--- config.mk ---
export PLATFORM = sky130hd
export DESIGN_NAME = bitop_unit
export DESIGN_NICKNAME = d
export VERILOG_FILES = /design/src/rtl/bitop_pkg.sv /design/src/rtl/bitop_addr_map.sv /design/src/rtl/bitop_alu.sv /design/src/rtl/bitop_ctrl.sv /design/src/rtl/bitop_unit.sv
export SDC_FILE = /design/constraint.sdc
export NUM_CORES = 1
export LEC_CHECK = 0
export ABC_AREA = 0
export BUFFER_PORTS_ARGS = -buffer_cell sky130_fd_sc_hd__buf_2
export CAP_MARGIN = 40
export CORE_UTILIZATION = 40
export CTS_CLUSTER_DIAMETER = 40
export CTS_CLUSTER_SIZE = 25
export DETAILED_ROUTE_END_ITERATION = 6
export PLACE_DENSITY = 0.65
export SYNTH_ARGS = -nofsm -noshare
export SYNTH_HDL_FRONTEND = slang
export SYNTH_SLANG_ARGS = --single-unit
export TNS_END_PERCENT = 30
--- constraint.sdc ---
create_clock -name clk_i -period 3 [get_ports clk_i]
set_input_delay 0.3 -clock clk_i [delete_from_list [all_inputs] [get_ports clk_i]]
set_output_delay 0.3 -clock clk_i [all_outputs]
set_load 0.05 [all_outputs]
--- src/rtl/bitop_pkg.sv ---
package bitop_pkg;
  localparam int OP_W = 4;

  localparam logic [OP_W-1:0] OP_CLR   = 4'd0;
  localparam logic [OP_W-1:0] OP_SET   = 4'd1;
  localparam logic [OP_W-1:0] OP_CPL   = 4'd2;
  localparam logic [OP_W-1:0] OP_STC   = 4'd3;
  localparam logic [OP_W-1:0] OP_LDC   = 4'd4;
  localparam logic [OP_W-1:0] OP_ANDC  = 4'd5;
  localparam logic [OP_W-1:0] OP_ANDNC = 4'd6;
  localparam logic [OP_W-1:0] OP_ORC   = 4'd7;
  localparam logic [OP_W-1:0] OP_ORNC  = 4'd8;
  localparam logic [OP_W-1:0] OP_TCLR  = 4'd9;

  typedef enum logic [2:0] {
    S_IDLE,
    S_RD,
    S_EVAL,
    S_WR,
    S_FIN
  } state_t;
endpackage

--- src/rtl/bitop_addr_map.sv ---
module bitop_addr_map #(
  parameter int ADDR_W   = 8,
  parameter int DATA_W   = 8,
  parameter int WIN_BASE = 'h20,
  localparam int IDX_W   = $clog2(DATA_W)
) (
  input  logic [ADDR_W-1:0] bit_addr_i,
  output logic [ADDR_W-1:0] byte_addr_o,
  output logic [IDX_W-1:0]  idx_o
);
  logic in_win;
  logic [ADDR_W-1:0] win_addr;
  logic [ADDR_W-1:0] reg_addr;

  assign in_win   = ~bit_addr_i[ADDR_W-1];
  assign win_addr = ADDR_W'(WIN_BASE) + ADDR_W'(bit_addr_i[ADDR_W-2:IDX_W]);
  assign reg_addr = {bit_addr_i[ADDR_W-1:IDX_W], {IDX_W{1'b0}}};

  assign byte_addr_o = in_win ? win_addr : reg_addr;
  assign idx_o       = bit_addr_i[IDX_W-1:0];
endmodule

--- src/rtl/bitop_alu.sv ---
module bitop_alu
  import bitop_pkg::*;
#(
  parameter int DATA_W = 8,
  localparam int IDX_W = $clog2(DATA_W)
) (
  input  logic [DATA_W-1:0] rbyte_i,
  input  logic [IDX_W-1:0]  idx_i,
  input  logic [OP_W-1:0]   op_i,
  input  logic              cin_i,
  output logic [DATA_W-1:0] wbyte_o,
  output logic              wr_o,
  output logic              cout_o,
  output logic              bit_o
);
  logic [DATA_W-1:0] mask;
  logic              nbit;

  for (genvar i = 0; i < DATA_W; i++) begin : g_mask
    assign mask[i] = (idx_i == IDX_W'(i));
  end

  assign bit_o = |(rbyte_i & mask);

  always_comb begin
    nbit   = bit_o;
    wr_o   = 1'b0;
    cout_o = cin_i;
    unique case (op_i)
      OP_CLR:   begin nbit = 1'b0;   wr_o = 1'b1; end
      OP_SET:   begin nbit = 1'b1;   wr_o = 1'b1; end
      OP_CPL:   begin nbit = ~bit_o; wr_o = 1'b1; end
      OP_STC:   begin nbit = cin_i;  wr_o = 1'b1; end
      OP_LDC:   cout_o = bit_o;
      OP_ANDC:  cout_o = cin_i & bit_o;
      OP_ANDNC: cout_o = cin_i & ~bit_o;
      OP_ORC:   cout_o = cin_i | bit_o;
      OP_ORNC:  cout_o = cin_i | ~bit_o;
      OP_TCLR:  begin nbit = 1'b0;   wr_o = bit_o; end
      default:  ;
    endcase
  end

  assign wbyte_o = (rbyte_i & ~mask) | (nbit ? mask : '0);
endmodule

--- src/rtl/bitop_ctrl.sv ---
module bitop_ctrl
  import bitop_pkg::*;
#(
  parameter int ADDR_W = 8,
  parameter int DATA_W = 8,
  localparam int IDX_W = $clog2(DATA_W)
) (
  input  logic              clk_i,
  input  logic              rst_ni,
  input  logic              start_i,
  input  logic [OP_W-1:0]   op_i,
  input  logic [ADDR_W-1:0] byte_addr_i,
  input  logic [IDX_W-1:0]  idx_i,
  input  logic              carry_i,
  input  logic [DATA_W-1:0] mem_rdata_i,
  input  logic [DATA_W-1:0] alu_wbyte_i,
  input  logic              alu_wr_i,
  input  logic              alu_cout_i,
  input  logic              alu_bit_i,
  output logic [OP_W-1:0]   op_o,
  output logic [IDX_W-1:0]  idx_o,
  output logic              cin_o,
  output logic              busy_o,
  output logic              done_o,
  output logic              carry_o,
  output logic              bit_o,
  output logic [ADDR_W-1:0] mem_addr_o,
  output logic              mem_rd_o,
  output logic              mem_wr_o,
  output logic [DATA_W-1:0] mem_wdata_o
);
  state_t            state_q;
  logic [OP_W-1:0]   op_q;
  logic [ADDR_W-1:0] addr_q;
  logic [IDX_W-1:0]  idx_q;
  logic              cin_q;
  logic [DATA_W-1:0] rd_q;
  logic [DATA_W-1:0] wdata_q;
  logic              carry_q;
  logic              bit_q;

  always_ff @(posedge clk_i or negedge rst_ni) begin
    if (!rst_ni) begin
      state_q <= S_IDLE;
      op_q    <= '0;
      addr_q  <= '0;
      idx_q   <= '0;
      cin_q   <= 1'b0;
      rd_q    <= '0;
      wdata_q <= '0;
      carry_q <= 1'b0;
      bit_q   <= 1'b0;
    end else begin
      unique case (state_q)
        S_IDLE: if (start_i) begin
          op_q    <= op_i;
          addr_q  <= byte_addr_i;
          idx_q   <= idx_i;
          cin_q   <= carry_i;
          state_q <= S_RD;
        end
        S_RD: state_q <= S_EVAL;
        S_EVAL: begin
          rd_q    <= mem_rdata_i;
          wdata_q <= alu_wbyte_i;
          carry_q <= alu_cout_i;
          bit_q   <= alu_bit_i;
          state_q <= alu_wr_i ? S_WR : S_FIN;
        end
        S_WR:    state_q <= S_FIN;
        S_FIN:   state_q <= S_IDLE;
        default: state_q <= S_IDLE;
      endcase
    end
  end

  assign op_o        = op_q;
  assign idx_o       = idx_q;
  assign cin_o       = cin_q;
  assign busy_o      = (state_q != S_IDLE);
  assign done_o      = (state_q == S_FIN);
  assign carry_o     = carry_q;
  assign bit_o       = bit_q;
  assign mem_addr_o  = addr_q;
  assign mem_rd_o    = (state_q == S_RD);
  assign mem_wr_o    = (state_q == S_WR);
  assign mem_wdata_o = wdata_q;

  // done_o lasts exactly one cycle
  p_done_pulse_r8: assert property (@(posedge clk_i) disable iff (!rst_ni)
    done_o |=> !done_o);

  // a write comes two cycles after the read, to the same byte
  p_wr_after_rd_r8: assert property (@(posedge clk_i) disable iff (!rst_ni)
    mem_wr_o |-> ($past(mem_rd_o, 2) && mem_addr_o == $past(mem_addr_o, 2)));

  // at most the selected bit differs from the byte read
  p_one_bit_r4: assert property (@(posedge clk_i) disable iff (!rst_ni)
    mem_wr_o |-> ($countones(mem_wdata_o ^ rd_q) <= 1));

  // the latched request is frozen while busy
  p_hold_busy_r9: assert property (@(posedge clk_i) disable iff (!rst_ni)
    busy_o |=> ($stable(op_q) && $stable(addr_q) && $stable(idx_q) && $stable(cin_q)));

  // the carry-only ops never write
  p_carry_nowr_r6: assert property (@(posedge clk_i) disable iff (!rst_ni)
    (state_q == S_EVAL && op_q >= OP_LDC && op_q <= OP_ORNC) |=> !mem_wr_o);

  // test-and-clear writes exactly when the bit read as 1
  p_tclr_wr_r7: assert property (@(posedge clk_i) disable iff (!rst_ni)
    (state_q == S_EVAL && op_q == OP_TCLR) |=> (mem_wr_o == $past(mem_rdata_i[idx_q])));
endmodule

--- src/rtl/bitop_unit.sv ---
module bitop_unit
  import bitop_pkg::*;
#(
  parameter int ADDR_W   = 8,
  parameter int DATA_W   = 8,
  parameter int WIN_BASE = 'h20,
  localparam int IDX_W   = $clog2(DATA_W),
  localparam int WIN_LEN = 1 << (ADDR_W - 1 - IDX_W)
) (
  input  logic              clk_i,
  input  logic              rst_ni,
  input  logic              start_i,
  input  logic [OP_W-1:0]   op_i,
  input  logic [ADDR_W-1:0] bit_addr_i,
  input  logic              carry_i,
  output logic              busy_o,
  output logic              done_o,
  output logic              carry_o,
  output logic              bit_o,
  output logic [ADDR_W-1:0] mem_addr_o,
  output logic              mem_rd_o,
  output logic              mem_wr_o,
  output logic [DATA_W-1:0] mem_wdata_o,
  input  logic [DATA_W-1:0] mem_rdata_i
);
  logic [ADDR_W-1:0] map_addr;
  logic [IDX_W-1:0]  map_idx;
  logic [OP_W-1:0]   cur_op;
  logic [IDX_W-1:0]  cur_idx;
  logic              cur_cin;
  logic [DATA_W-1:0] alu_wbyte;
  logic              alu_wr;
  logic              alu_cout;
  logic              alu_bit;

  bitop_addr_map #(
    .ADDR_W  (ADDR_W),
    .DATA_W  (DATA_W),
    .WIN_BASE(WIN_BASE)
  ) u_map (
    .bit_addr_i (bit_addr_i),
    .byte_addr_o(map_addr),
    .idx_o      (map_idx)
  );

  bitop_alu #(.DATA_W(DATA_W)) u_alu (
    .rbyte_i(mem_rdata_i),
    .idx_i  (cur_idx),
    .op_i   (cur_op),
    .cin_i  (cur_cin),
    .wbyte_o(alu_wbyte),
    .wr_o   (alu_wr),
    .cout_o (alu_cout),
    .bit_o  (alu_bit)
  );

  bitop_ctrl #(.ADDR_W(ADDR_W), .DATA_W(DATA_W)) u_ctrl (
    .clk_i      (clk_i),
    .rst_ni     (rst_ni),
    .start_i    (start_i),
    .op_i       (op_i),
    .byte_addr_i(map_addr),
    .idx_i      (map_idx),
    .carry_i    (carry_i),
    .mem_rdata_i(mem_rdata_i),
    .alu_wbyte_i(alu_wbyte),
    .alu_wr_i   (alu_wr),
    .alu_cout_i (alu_cout),
    .alu_bit_i  (alu_bit),
    .op_o       (cur_op),
    .idx_o      (cur_idx),
    .cin_o      (cur_cin),
    .busy_o     (busy_o),
    .done_o     (done_o),
    .carry_o    (carry_o),
    .bit_o      (bit_o),
    .mem_addr_o (mem_addr_o),
    .mem_rd_o   (mem_rd_o),
    .mem_wr_o   (mem_wr_o),
    .mem_wdata_o(mem_wdata_o)
  );

  // low half lands in the RAM window at the first read
  p_low_window_r1: assert property (@(posedge clk_i) disable iff (!rst_ni)
    (start_i && !busy_o && !bit_addr_i[ADDR_W-1]) |=>
      (mem_rd_o && mem_addr_o >= ADDR_W'(WIN_BASE) &&
       mem_addr_o <= ADDR_W'(WIN_BASE + WIN_LEN - 1)));

  // high half lands on an aligned register byte
  p_high_align_r2: assert property (@(posedge clk_i) disable iff (!rst_ni)
    (start_i && !busy_o && bit_addr_i[ADDR_W-1]) |=>
      (mem_rd_o && mem_addr_o[IDX_W-1:0] == '0 &&
       mem_addr_o[ADDR_W-1:IDX_W] == $past(bit_addr_i[ADDR_W-1:IDX_W])));
endmodule

==> impl_metrics.ini, run 1 <==
[synth]
yosysMostFrequentCell = dfrtp_1
synthCells = 144
synth_top_cell_by_area = dfrtp_1
synth_ff_type = dfrtp_1
syn_nets = 168
synth_cell_type_count = 32
syn_area_per_cell_um2 = 10.1
synth_edf_count = 0
ys_seq_elements = 29
yosys_warnings = 0
synthTopCellsByCount = 29 x dfrtp_1, 20 x nand2_1, 14 x o21ai_0
ys_top_cells_by_area = dfrtp_1 50%, mux2_2 9.3%, nand2_1 5.2%
netlist_area_mm2 = 0.00145
synth_top_area_share_pct = 50.1
ys_seq_area_share_pct = 50.1
async_reset_ff_share_pct = 100

[sta]
tightest_slew_ns = 0.744
relSlewSlack_pct = 50.3
worst_hold_slack_ns = -0.0120
fmax_mhz = 399
hold_viol = 28
fin_crit_sh_pct = 83.5
finalMaxSlewViolations = 0
rsz0062_at_grt = false
tns_ns = 0
clock_skew_ns = 0.0103
period_minus_slack_ns = 2.51
setup_violations = 0

[routing]
drtPass1Iterations = 4
drt-wirelength-per-cell_um = 12.8
drcViolationCount = 0
drt_iter0_drc = 50
drtAntennaViolNets = 0
vias = 1225
wl_um = 3000
viasPerCell = 5.21

[worst_setup_path]
r2r_slack_ns = 0.49
critPathLaunchType = flip-flop
cp.arrival_ns = 2.73
worstPathRequired_ns = 3.22
cp_max_fo = 17
cp-end-kind = flip-flop
critPathKind = flip-flop to flip-flop

[floorplan]
dieArea_mm2 = 0.00386
start_util_pct = 42.7
fp.dieW_um = 62.2
io_pins = 46
core_mm2 = 0.00339
die_h_um = 62.2
row_count = 21

[global_routing]
antenna_found_initial = 0
grt_max_degree = 30
grt_usage_pct = 17.0
grt_pass1_vias = 1207
overflow = 0
grt_pass1_wl_um = 5150

[power_and_ir_drop]
p_switching_uw = 1190
intPower_uw = 1070
switching_share_pct = 52.7
p_comb_share_pct = 56.8
p_clk_share_pct = 9.2
powerDensity_mw_per_mm2 = 1300
power_leakage_uw = 0.000841
power_frac_seq_pct = 34.1
ir_drop_mv = 0.690

[finish]
finalNonFillerCells = 235
antenna_cells = 0
fin_util_pct = 51.5
area_growth_pct = 20.7
fillers = 337
layout.nets = 214
fin_area_mm2 = 0.00175
drive_above_1_share_pct = 36.0

[place]
place_area_mm2 = 0.00170
gp_congestion = 0.815
dp.cells = 229
dp_hpwl_um = 2160
port_buffers = 45

[clock_tree]
clock-root-buffer = clkbuf_4
clk_pin_slew_ns = 0.09
cts_tree = built
cts_sinks = 29
postCtsHoldBufs = 0
clk_path_buf_depth = 2
worstSkewPairLatency_ns = 0.33
cts_resized = 0
postCtsSetupBuffers = 0
cts_buffers = 5
h-tree-depth = 2

[run_status]
status = finished with violations
failed_checks = hold timing

[flow_run]
drv_cap = 0

[hold_path]
hp-class = primary input to async pin
-- worst max-delay path: stages (launching register included) --
cell and delay (ns):
dfrtp_1 0.68, mux2_1 0.37, a222oi_1 0.44, a311oi_1 0.16
a2111o_1 0.53, o41ai_2 0.23
-- path summary, 6_finish.rpt --
path	cells past startpoint	start	end
hold / removal	1	rst_ni	u_ctrl.mem_wdata_o[1]$_DFFE_PN0N_
max in group asynchronous	1	rst_ni	u_ctrl.bit_o$_DFFE_PN0N_
min in group clk_i	2	bit_addr_i[2]	u_ctrl.idx_o[2]$_DFFE_PN0P_
hold reg to reg	2	u_ctrl.bit_o$_DFFE_PN0N_	u_ctrl.bit_o$_DFFE_PN0N_
setup reg to reg	5	u_ctrl.idx_o[0]$_DFFE_PN0P_	u_ctrl.mem_wdata_o[0]$_DFFE_PN0N_
setup / recovery	5	u_ctrl.idx_o[0]$_DFFE_PN0P_	u_ctrl.mem_wdata_o[0]$_DFFE_PN0N_
-- through the flow --
step           total power, µW  setup WS (ns)
4_1_cts                   2280          0.498
6_report                  2270          0.495
2_1_floorplan             1790          0.924
3_3_place_gp              2030          0.587
3_5_place_dp              2070          0.535
5_1_grt                   2420          0.315
-- placed cells by master (no fill, tap or decap) --
| master | n |
|---|---|
| o41ai_2 | 1 |
| a2111o_1 | 1 |
| mux2_2 | 12 |
| a22oi_1 | 6 |
| dfrtp_1 | 29 |
| and3_1 | 1 |
| mux2_4 | 1 |
| a311oi_1 | 1 |
| nand2_1 | 20 |
| buf_4 | 1 |
| mux2i_1 | 1 |
| nor2_1 | 7 |
| a222oi_1 | 1 |
| and2_1 | 2 |
| nand3_1 | 1 |
| o311a_1 | 1 |
| o31ai_1 | 5 |
| a31o_2 | 1 |
| nor2b_1 | 5 |
| buf_2 | 45 |
| nand2b_1 | 3 |
| o31a_1 | 1 |
| or2_2 | 1 |
| o32ai_1 | 1 |
| nor3_1 | 3 |
| a21oi_1 | 10 |
| clkinv_2 | 1 |
| inv_1 | 5 |
| mux2_1 | 1 |
| nor3b_1 | 1 |
| o21ai_0 | 14 |
| clkbuf_4 | 5 |
| a2bb2oi_1 | 1 |
-- sequential cells by signal, indices dropped and copies added (netlist names) --
register / flops
u_ctrl.idx_o: 3
u_ctrl.carry_o: 1
u_ctrl.bit_o: 1
u_ctrl.state_q: 3
u_ctrl.cin_o: 1
u_ctrl.mem_wdata_o: 8
u_ctrl.mem_addr_o: 8
u_ctrl.op_o: 4
-- layout make-up --
type / instances / area [µm²] / area share, %
Sequential cell: 29 / 726 / 41.5
Tap cell: 46 / 57.6 / 3.30
Inverter: 5 / 18.8 / 1.07
Timing Repair Buffer: 46 / 233 / 13.3
Clock inverter: 1 / 5.00 / 0.287
Multi-Input combinational cell: 103 / 669 / 38.3
Clock buffer: 5 / 37.5 / 2.15
-- cell families (layout without fill, tap and decap cells) --
logic type      Yosys count  in the layout  synth area share [%]
compound gates           44             44                  20.3
flops                    29             29                  50.1
simple gates             44             44                  14.1
mux                      15             15                  11.8
buf+inv                  12             57                  3.63
-- power groups by stage --
stage / combinational [µW] / sequential (µW) / clock, µW
finish: 1290 / 772 / 207
global route: 1380 / 806 / 231
CTS: 1290 / 772 / 216
detailed placement: 1290 / 776 / 0
global placement: 1270 / 762 / 0
floorplan: 665 / 1130 / 0
-- metal layers --
metal | global-route usage [%] | up-vias | routed length [µm]
met4 | 6.98 | 0 | 47
li1 | - | 607 | -
met1 | 19.6 | 576 | 1350
met2 | 28.3 | 36 | 1400
met3 | 6.43 | 6 | 199
met5 | 0 | - | 0
No activity file was read; power rests on OpenSTA's default activity.
==> inputs of run 2 (changes only) <==
==> constraint.sdc (replaced) <==
create_clock -name clk_i -period 2.65 [get_ports clk_i]
set_input_delay 0.265 -clock clk_i [delete_from_list [all_inputs] [get_ports clk_i]]
set_output_delay 0.265 -clock clk_i [all_outputs]
set_load 0.05 [all_outputs]
==> impl_metrics.ini, run 2 (same netlist as run 1, synthesis figures left out) <==
[run_status]
status = complete, no violations

[global_routing]
grt_usage_pct = 16.9
overflow = 0
grt_pass1_vias = 1188
antenna_found_initial = 0
grt_pass1_wl_um = 5160
grt_max_degree = 30

[sta]
clock_skew_ns = 0.00378
period_minus_slack_ns = 2.34
fin_crit_sh_pct = 88.1
rsz0062_at_grt = false
tns_ns = 0
hold_viol = 0
setup_violations = 0
finalMaxSlewViolations = 0
relSlewSlack_pct = 50.5
fmax_mhz = 428
tightest_slew_ns = 0.741

[finish]
area_growth_pct = 23.8
antenna_cells = 0
multiInputGateArea_um2 = 669
fin_area_mm2 = 0.00179
fillers = 334
final_common_cell = buf_2
layout_common_cells = 45 x buf_2, 29 x dfrtp_1, 20 x nand2_1
final-seq-area_um2 = 726
layout.nets = 216
drive_above_1_share_pct = 36.8

[worst_setup_path]
crit_chain = mux2_1, a222oi_1, a311oi_1, a2111o_1, o41ai_2
reg2reg_from = u_ctrl.idx_o[0]$_DFFE_PN0P_
cp_max_fo = 9
r2r_slack_ns = 0.31
critPathLaunchType = flip-flop
crit_family = compound AO/OA/AOI/OAI gates
max_stage_delay_ns = 0.53
slowest_stage = a2111o_1
critPathKind = flip-flop to flip-flop
r2r_cells = 5
worstPathRequired_ns = 2.87
path_buf_inv = 0
path_depth = 5
r2r_end = u_ctrl.mem_wdata_o[0]$_DFFE_PN0N_
cp.arrival_ns = 2.55
cp-end-kind = flip-flop

[hold_path]
hp-class = primary input to flip-flop
whs_path_depth = 2
min_to = u_ctrl.cin_o$_DFFE_PN0P_
min-delay-start = carry_i

[place]
port_buffers = 45
place_area_mm2 = 0.00171
gp_congestion = 0.849
dp_hpwl_um = 2140

[routing]
viasPerCell = 5.30
drt-wirelength-per-cell_um = 12.6
drtAntennaViolNets = 0
drcViolationCount = 0
vias = 1266
wl_um = 3020
drt_iter0_drc = 70
drtPass1Iterations = 4

[floorplan]
dieArea_mm2 = 0.00386
start_util_pct = 42.7
core_mm2 = 0.00339
io_pins = 46
die_h_um = 62.2
row_count = 21
fp.dieW_um = 62.2

[clock_tree]
cts_tree = built
clock-root-buffer = clkbuf_4
worstSkewPairLatency_ns = 0.32
cts_sinks = 29
h-tree-depth = 2
cts_buffers = 5
clk_pin_slew_ns = 0.09
clk_path_buf_depth = 2

[power_and_ir_drop]
ir_drop_mv = 0.841
powerDensity_mw_per_mm2 = 1480
power_leakage_uw = 0.000864

[flow_run]
drv_cap = 0
[run 2: cell types whose count changed in the layout (fill, tap and decap cells not counted)]
cell,delta
clkbuf_8,+2
buf_4,+1
dlygate4sd3_1,+1
[run 2: cell type report]
type	instances	area share [%]
Sequential cell	29	40.5
Timing Repair Buffer	48	14.0
Tap cell	46	3.21
Inverter	5	1.05
Clock inverter	1	0.279
Clock buffer	7	3.63
Multi-Input combinational cell	103	37.4
[run 2: through the flow]
| step | cells | power, µW | hold WS [ns] | util (%) | worst slack [ns] |
|---|---|---|---|---|---|
| after global routing | 239 | 2830 | 0.147 | 52.9 | 0.132 |
| after CTS | 239 | 2660 | 0.159 | 52.9 | 0.317 |
| after detailed placement | 230 | 2350 | 0.328 | 50.5 | 0.351 |
| after global placement | 230 | 2310 | 0.319 | 50.5 | 0.425 |
| final | 239 | 2650 | 0.171 | 52.9 | 0.314 |
| after floorplan | 144 | 2030 | -0.0306 | - | 0.574 |
[run 2: power by group]
group	internal, µW	switching [µW]	total (µW)
logic	476	1010	1490
clock network	154	150	304
registers	656	199	855
total	1290	1360	2650
[run 2: metal layers]
metal | GRT usage, % | share of wire (%) | wire length, µm
met1 | 21.1 | 46 | 1380
met2 | 26.6 | 46 | 1390
met3 | 5.15 | 6.8 | 204
met4 | 7.85 | 1.4 | 42
met5 | 0 | 0 | 0
[run 2: worst max path at each step]
stage / start / to / slack [ns]
after floorplan: u_ctrl.idx_o[0]$_DFFE_PN0P_ / u_ctrl.mem_wdata_o[0]$_DFFE_PN0N_ / 0.57
after global placement: u_ctrl.idx_o[0]$_DFFE_PN0P_ / u_ctrl.mem_wdata_o[0]$_DFFE_PN0N_ / 0.43
after detailed placement: u_ctrl.idx_o[0]$_DFFE_PN0P_ / u_ctrl.mem_wdata_o[0]$_DFFE_PN0N_ / 0.35
after CTS: u_ctrl.idx_o[0]$_DFFE_PN0P_ / u_ctrl.mem_wdata_o[0]$_DFFE_PN0N_ / 0.32
after global routing: u_ctrl.idx_o[0]$_DFFE_PN0P_ / u_ctrl.mem_wdata_o[7]$_DFFE_PN0N_ / 0.13
final: u_ctrl.idx_o[0]$_DFFE_PN0P_ / u_ctrl.mem_wdata_o[0]$_DFFE_PN0N_ / 0.31
[run 2: timing repair]
action                    CTS  global route
resized for setup           0             0
hold endpoints to repair   29             0
setup buffers               0             0
hold buffers                1             0
[run 2: worst reg2reg max path, stage by stage (launching register included)]
cell and delay (ns):
dfrtp_1 0.52, mux2_1 0.36, a222oi_1 0.43, a311oi_1 0.16, a2111o_1 0.53, o41ai_2 0.24
==> inputs of run 3 (changes only) <==
==> constraint.sdc (replaced) <==
create_clock -name clk_i -period 2.5 [get_ports clk_i]
set_input_delay 0.5 -clock clk_i [delete_from_list [all_inputs] [get_ports clk_i]]
set_output_delay 0.5 -clock clk_i [all_outputs]
set_load 0.05 [all_outputs]
==> impl_metrics.ini, run 3 (same netlist as run 1, synthesis figures left out) <==
[routing]
wl_um = 3070
drt-wirelength-per-cell_um = 12.9
drt_iter0_drc = 77
drcViolationCount = 0
viasPerCell = 5.20
vias = 1237
drtAntennaViolNets = 0
drtPass1Iterations = 4

[floorplan]
die_h_um = 62.2
core_mm2 = 0.00339
dieArea_mm2 = 0.00386
row_count = 21
start_util_pct = 42.7
io_pins = 46
fp.dieW_um = 62.2

[global_routing]
grt_pass1_vias = 1234
grt_pass1_wl_um = 5360
grt_usage_pct = 17.8
antenna_found_initial = 0
overflow = 0
grt_max_degree = 30

[clock_tree]
clk_pin_slew_ns = 0.09
clock-root-buffer = clkbuf_4
cts_sinks = 29
postCtsHoldBufs = 0
clk_path_buf_depth = 2
cts_tree = built
cts_buffers = 5
h-tree-depth = 2
worstSkewPairLatency_ns = 0.33

[finish]
final-seq-area_um2 = 727
drive_above_1_share_pct = 37.5
layout.nets = 215
fin_util_pct = 52.5
final_common_cell = buf_2
fin_area_mm2 = 0.00178
antenna_cells = 0
multiInputGateArea_um2 = 669
area_growth_pct = 22.8
layout_common_cells = 45 x buf_2, 28 x dfrtp_1, 20 x nand2_1
fillers = 331
finalNonFillerCells = 238

[worst_setup_path]
r2r_cells = 5
r2r_end = u_ctrl.mem_wdata_o[0]$_DFFE_PN0N_
slowest_stage = a2111o_1
cp.arrival_ns = 2.53
max_stage_delay_ns = 0.54
critPathLaunchType = flip-flop
critPathKind = flip-flop to flip-flop
crit_chain = mux2_1, a222oi_1, a311oi_1, a2111o_1, o41ai_2
reg2reg_from = u_ctrl.idx_o[0]$_DFFE_PN0P_
cp_max_fo = 8
r2r_slack_ns = 0.20
worstPathRequired_ns = 2.73
cp-end-kind = flip-flop

[place]
port_buffers = 45
dp.cells = 230
dp_hpwl_um = 2260
gp_congestion = 0.746
place_area_mm2 = 0.00171

[sta]
rsz0062_at_grt = false
tns_ns = 0
finalMaxSlewViolations = 0
relSlewSlack_pct = 51.5
setup_violations = 0
fin_crit_sh_pct = 92.0
period_minus_slack_ns = 2.30
tightest_slew_ns = 0.726
fmax_mhz = 435
clock_skew_ns = 0.00270
hold_viol = 0

[run_status]
status = complete, no violations

[hold_path]
hp-class = primary input to async pin

[power_and_ir_drop]
finalPower_uw = 2800
ir_drop_mv = 0.769
powerDensity_mw_per_mm2 = 1570
power_leakage_uw = 0.000856

[flow_run]
drv_cap = 0
[run 3: area by class of cell]
cell class / instances / share of cell area (%)
sequential: 29 / 40.9
timing repair buffer: 47 / 13.5
tap: 46 / 3.24
multi-input combinational: 103 / 37.6
clock inverter: 2 / 0.774
clock buffer: 6 / 2.89
inverter: 5 / 1.06
[run 3: timing repair]
item / in CTS / in global routing
endpoints found under the hold margin: 0 / 0
setup buffers: 0 / 0
resized for setup: 0 / 1
endpoints found under the setup margin: 0 / 3
[run 3: power breakdown]
part	leakage, µW	total [µW]	internal, µW	switching, µW
Sequential	0.000359	915	698	217
Combinational	0.000459	1580	504	1080
Clock	0.0000382	302	137	166
[run 3: stage by stage]
stage	setup slack, ns	hold slack [ns]
after global routing	0.0411	0.214
after CTS	0.137	0.187
after detailed placement	0.103	0.476
after global placement	0.196	0.460
after floorplan	0.424	0.204
final	0.201	0.177
[run 3: worst max-delay path, delay by kind of cell (launching register included)]
kind / cells / cell delay (ns)
compound gates: 4 / 1.38
flops: 1 / 0.48
mux: 1 / 0.34
[run 3: how the worst max path moves through the flow]
stage	to	startpoint
2_1_floorplan	u_ctrl.mem_wdata_o[0]$_DFFE_PN0N_	u_ctrl.idx_o[0]$_DFFE_PN0P_
3_3_place_gp	u_ctrl.mem_wdata_o[0]$_DFFE_PN0N_	mem_rdata_i[7]
3_5_place_dp	u_ctrl.mem_wdata_o[7]$_DFFE_PN0N_	mem_rdata_i[7]
4_1_cts	u_ctrl.mem_wdata_o[7]$_DFFE_PN0N_	u_ctrl.idx_o[0]$_DFFE_PN0P_
5_1_grt	u_ctrl.mem_wdata_o[0]$_DFFE_PN0N_	u_ctrl.idx_o[0]$_DFFE_PN0P_
6_report	u_ctrl.mem_wdata_o[0]$_DFFE_PN0N_	u_ctrl.idx_o[0]$_DFFE_PN0P_
[run 3: layer usage]
| layer | share of wire [%] | global-route usage, % | wire (µm) |
|---|---|---|---|
| met1 | 41 | 19.5 | 1250 |
| met5 | 0 | 0 | 0 |
| met3 | 7.8 | 8.27 | 238 |
| met4 | 1.3 | 6.98 | 41 |
| met2 | 50 | 29.7 | 1540 |
